==> config.mk <==
export PLATFORM = sky130hd
export DESIGN_NAME = conv_sequencer
export DESIGN_NICKNAME = d
export VERILOG_FILES = /design/src/rtl/conv_sequencer.sv
export SDC_FILE = /design/constraint.sdc
export NUM_CORES = 1
export LEC_CHECK = 0
export ABC_CLOCK_PERIOD_IN_PS = 3000
export BUFFER_PORTS_ARGS = -buffer_cell sky130_fd_sc_hd__buf_2
export CAP_MARGIN = 20
export CELL_PAD_IN_SITES_DETAIL_PLACEMENT = 1
export CELL_PAD_IN_SITES_GLOBAL_PLACEMENT = 2
export CORE_ASPECT_RATIO = 1.4
export CORE_MARGIN = 2
export CORE_UTILIZATION = 26
export CTS_CLUSTER_DIAMETER = 150
export CTS_CLUSTER_SIZE = 25
export DETAILED_ROUTE_END_ITERATION = 8
export HOLD_SLACK_MARGIN = 0.06
export PLACE_DENSITY_LB_ADDON = 0.1
export SKIP_CTS_REPAIR_TIMING = 1
export SYNTH_ARGS = -nofsm -noshare
export SYNTH_HDL_FRONTEND = slang
export SYNTH_SLANG_ARGS = --single-unit
export TNS_END_PERCENT = 30
==> constraint.sdc <==
create_clock -name clk -period 3 [get_ports clk]
set_clock_uncertainty 0.15 [all_clocks]
set_input_delay 0.75 -clock clk [delete_from_list [all_inputs] [get_ports clk]]
set_output_delay 0.75 -clock clk [all_outputs]
set_load 0.005 [all_outputs]
==> src/rtl/conv_sequencer.sv <==
module conv_sequencer #(
  parameter int DATA_W = 16,
  parameter int SET_W  = 4
) (
  input  logic              clk,
  input  logic              rst_n,
  input  logic              gc_rst,
  input  logic              cfg_wr,
  input  logic [SET_W+3:0]  cfg_wdata,
  input  logic              core_done,
  input  logic [DATA_W-1:0] core_result,
  output logic              core_pwr,
  output logic              core_start,
  output logic [SET_W-1:0]  core_setting,
  output logic [DATA_W-1:0] result_q,
  output logic [SET_W+3:0]  cfg_rd
);
  localparam int CFG_W  = SET_W + 4;
  localparam int MODE_B = SET_W;
  localparam int SRDY_B = CFG_W - 1;
  localparam int RSV_W  = 2;

  typedef enum logic [1:0] {S_IDLE, S_WAKE, S_START, S_WAIT} st_t;

  st_t st, st_nx;
  logic [SET_W-1:0] set_q, set_nx;
  logic mode_q, mode_nx, srdy_q, srdy_nx;
  logic idle, in_conv, fin, go;

  assign idle    = (st == S_IDLE);
  assign in_conv = (st == S_WAIT);
  assign fin     = in_conv && core_done;

  assign set_nx  = cfg_wr ? cfg_wdata[SET_W-1:0] : set_q;
  assign mode_nx = cfg_wr ? cfg_wdata[MODE_B] : mode_q;
  assign srdy_nx = (cfg_wr && idle)  ? cfg_wdata[SRDY_B] :
                   (fin && mode_nx)  ? 1'b0 : srdy_q;
  assign go      = !mode_nx || srdy_nx;

  always_comb begin
    st_nx = st;
    case (st)
      S_IDLE:  if (go) st_nx = S_WAKE;
      S_WAKE:  st_nx = S_START;
      S_START: st_nx = S_WAIT;
      S_WAIT:  if (core_done) st_nx = mode_nx ? S_IDLE : S_START;
      default: st_nx = S_IDLE;
    endcase
  end

  always_ff @(posedge clk or negedge rst_n) begin
    if (!rst_n) begin
      st       <= S_IDLE;
      set_q    <= '0;
      mode_q   <= 1'b0;
      srdy_q   <= 1'b1;
      result_q <= '0;
    end else if (gc_rst) begin
      st       <= S_IDLE;
      set_q    <= '0;
      mode_q   <= 1'b0;
      srdy_q   <= 1'b1;
      result_q <= '0;
    end else begin
      st     <= st_nx;
      set_q  <= set_nx;
      mode_q <= mode_nx;
      srdy_q <= srdy_nx;
      if (fin) result_q <= core_result;
    end
  end

  assign core_pwr     = !idle;
  assign core_start   = (st == S_START);
  assign core_setting = set_q;
  assign cfg_rd       = {srdy_q, {RSV_W{1'b0}}, mode_q, set_q};
endmodule

==> results.txt <==
----------------------------------------------------
[Yosys]
  Number of storage elements in the synthesis netlist ... 24
  Number of different library cells in the post-synthesis netlist ... 24
  Number of warnings issued by yosys ... 0
  Average size of a mapped cell ... 9.72 um2
  Cells taking the most area after synthesis ... dfrtp_1 53%, nand2_1 11%, a21oi_1 7.4%
  Synth top area share ... 53.4%
  Synthesized instance count ... 111
  Sequential element share of the synthesized area ... 55.8%
  Cell type with the largest total area after synthesis ... dfrtp_1
  Post-synthesis instance area ... 1080 um2

[Routing]
  Antenna-violating nets left ... 0
  Total wire length ... 2.65 mm
  Detailed Routing Iterations Pass 1 ... 4
  Iteration-0 DRC Markers ... 26
  Via-to-Cell Ratio ... 4.51
  DRC violations left ... 0
  Routed length per instance ... 13.3 um
  Detailed-route via count ... 898

[CTS]
  Clock root buffer master ... clkbuf_8
  CTS tree ... yes
  Worst-skew pair later-pin latency ... 0.26 ns
  H-tree depth reported by CTS ... 1
  Cts bufs inserted ... 3
  Number of sinks handled by clock tree synthesis ... 24
  Register clock-pin slew on the reported worst setup and hold paths ... roughly 0.08 ns
  Bufs on Longest Clock Path ... 2

[Setup path]
  Largest incremental delay on the critical path ... around 0.43 ns
  Data required time at the worst endpoint ... roughly 2.1 ns
  Type of element capturing the critical path ... output port
  Crit. Startpoint ... st[0]
  Worst R2R End ... srdy_q
  Largest fanout on the critical path ... 5
  Cell chain of the critical path ... nor2_1 > inv_1 > buf_2
  Critical setup path kind ... flop to output port
  Data arrival time of the critical path ... 1.22 ns
  Reg-to-Reg Start ... st[0]
  Largest delay contributor family on the critical path ... flip-flops
  Worst path buffer plus inverter count ... 2
  Worst Reg-to-Reg Cells ... 3
  Register-to-register setup slack ... 1.36 ns
  Highest-delay cell along the critical path ... dfrtp_1
  Category of the worst setup path launch point ... flop

[Timing]
  Number of pins with negative max-slew slack in the final report ... 0
  Fraction of the cycle the final worst path needs ... 70.6%
  Setup violations, final ... 0
  Fmax ... ~0.47 GHz
  Hold Violations, Final ... 0
  Minimum clock period ... 2.12 ns
  Worst max-slew margin expressed relative to the limit ... 51.2%
  Transition time at the pin with the least slew margin ... 0.730 ns
  RSZ-0062 raised after global routing ... false
  TNS Setup ... 0 ns
  Hold Worst Slack ... ~0.31 ns

[GRT]
  Residual overflow from global routing ... 0
  Antenna violations before repair ... 0
  Via count of the first global-routing pass ... 947
  First-pass GRT wire length ... 4.40 mm
  Global routing usage summed across all routing layers ... 12.3%
  Largest net degree at the start of global routing ... 25

[Power]
  Power per standard cell area ... 474 nW/um2
  Power after layout ... approximately 640 uW
  Leakage component of the power ... 0.718 nW
  Worst vdd ir ... 0.000226 V

[Cells and area]
  Commonest non-fill, non-tap cells in the layout ... 54 x buf_2, 32 x nand2_1, 23 x dfrtp_1
  Fraction of layout cells with a size suffix above 1 ... just over 40%
  Count of antenna diodes in the layout ... 0
  Net count reported at finish ... about 190
  Number of filler instances in the final layout ... 495
  Layout-stage area growth over the synthesis result ... 26.0%
  Commonest non-fill, non-tap cell in the layout ... buf_2

[Floorplanning]
  Floorplan row count ... 27
  Number of ports placed on the die boundary ... just under 60
  Overall die width ... approximately 58 um
  Placeable core region ... just under 4000 um2
  Y dimension of the die ... 80.2 um
  Initial standard-cell utilization of the core ... 27.3%
  Die Outline Area ... 4690 um2

[Placement]
  Number of port buffers ... 54
  Post-detailed-placement half-perimeter wirelength ... 1.96 mm
  GPL Wtd Cong ... between 0.6 and 0.7

[Hold path]
  Classification of the worst-slack hold path ... input port to asynchronous set/reset pin

[Job]
  Max-cap viol count ... 0

[Outcome]
  Result of the run ... finished clean

----------------------------------------------------
Yosys cell counts:
cell type	n
nand2_1	32
a31oi_1	1
dfrtp_1	23
inv_1	1
clkbuf_1	2
buf_2	1
a21bo_2	1
o21ai_0	1
a21oi_1	16
a211oi_2	1
nor2_1	7
and3_1	1
mux2i_1	4
conb_1	1
nand3_1	1
buf_6	2
dfstp_2	1
and2b_2	1
mux2i_2	1
buf_4	9
nor3_1	1
nor2b_1	1
nand2b_1	1
a221oi_2	1
power breakdown:
group          internal [mW]  switching, mW  leakage [nW]
clock                  0.117         0.0991        0.0288
combinational         0.0379         0.0444         0.364
sequential             0.337        0.00883         0.325
total                  0.491          0.152         0.718
flip-flops by register name, summed over array words and instances, names as in the netlist:
name,count
result_q,16
core_setting,4
st,2
mode_q,1
srdy_q,1
routing by layer:
layer  vias up  GRT usage (%)  routed length [um]
met2        28           22.5                1400
li1        439              -                   -
met4         0           4.19                  17
met5         -              0                   0
met3         2           2.09                 160
met1       429           13.9                1070
logic make-up (layout without fill, tap and decap cells):
group           Yosys count  count (layout)  share of synthesized area, %
compound gates           21              21                          11.9
buf+inv                  15              59                          9.86
other cells               1               2                         0.348
mux                       5               5                          4.99
simple gates             45              45                          17.1
flops                    24              24                          55.8
per-stage QoR:
step	std cells	utilization (%)	setup WS (ns)	cell area [um2]
after detailed placement	195	33.0	0.924	1300
after floorplan	112	-	1.32	1080
final	199	34.4	0.883	1360
after global placement	195	33.0	0.938	1300
after global routing	199	34.4	0.785	1360
after CTS	199	34.4	0.862	1360
final cells by class:
cell class                      count  area (um2)  share of cell area [%]
Timing Repair Buffer               54         270                    19.9
Sequential cell                    24         602                    44.3
Clock buffer                        4        55.1                    4.05
Inverter                            1        3.75                   0.276
Tap cell                           43        53.8                    3.96
Multi-Input combinational cell     73         374                    27.5
worst max-delay path by stage:
stage                     to  cells after the start
floorplan              st[0]                      4
global placement       st[1]                      4
detailed placement    srdy_q                      4
CTS                 core_pwr                      3
global route        core_pwr                      3
finish              core_pwr                      3
No activity file was read; power rests on OpenSTA's default activity.
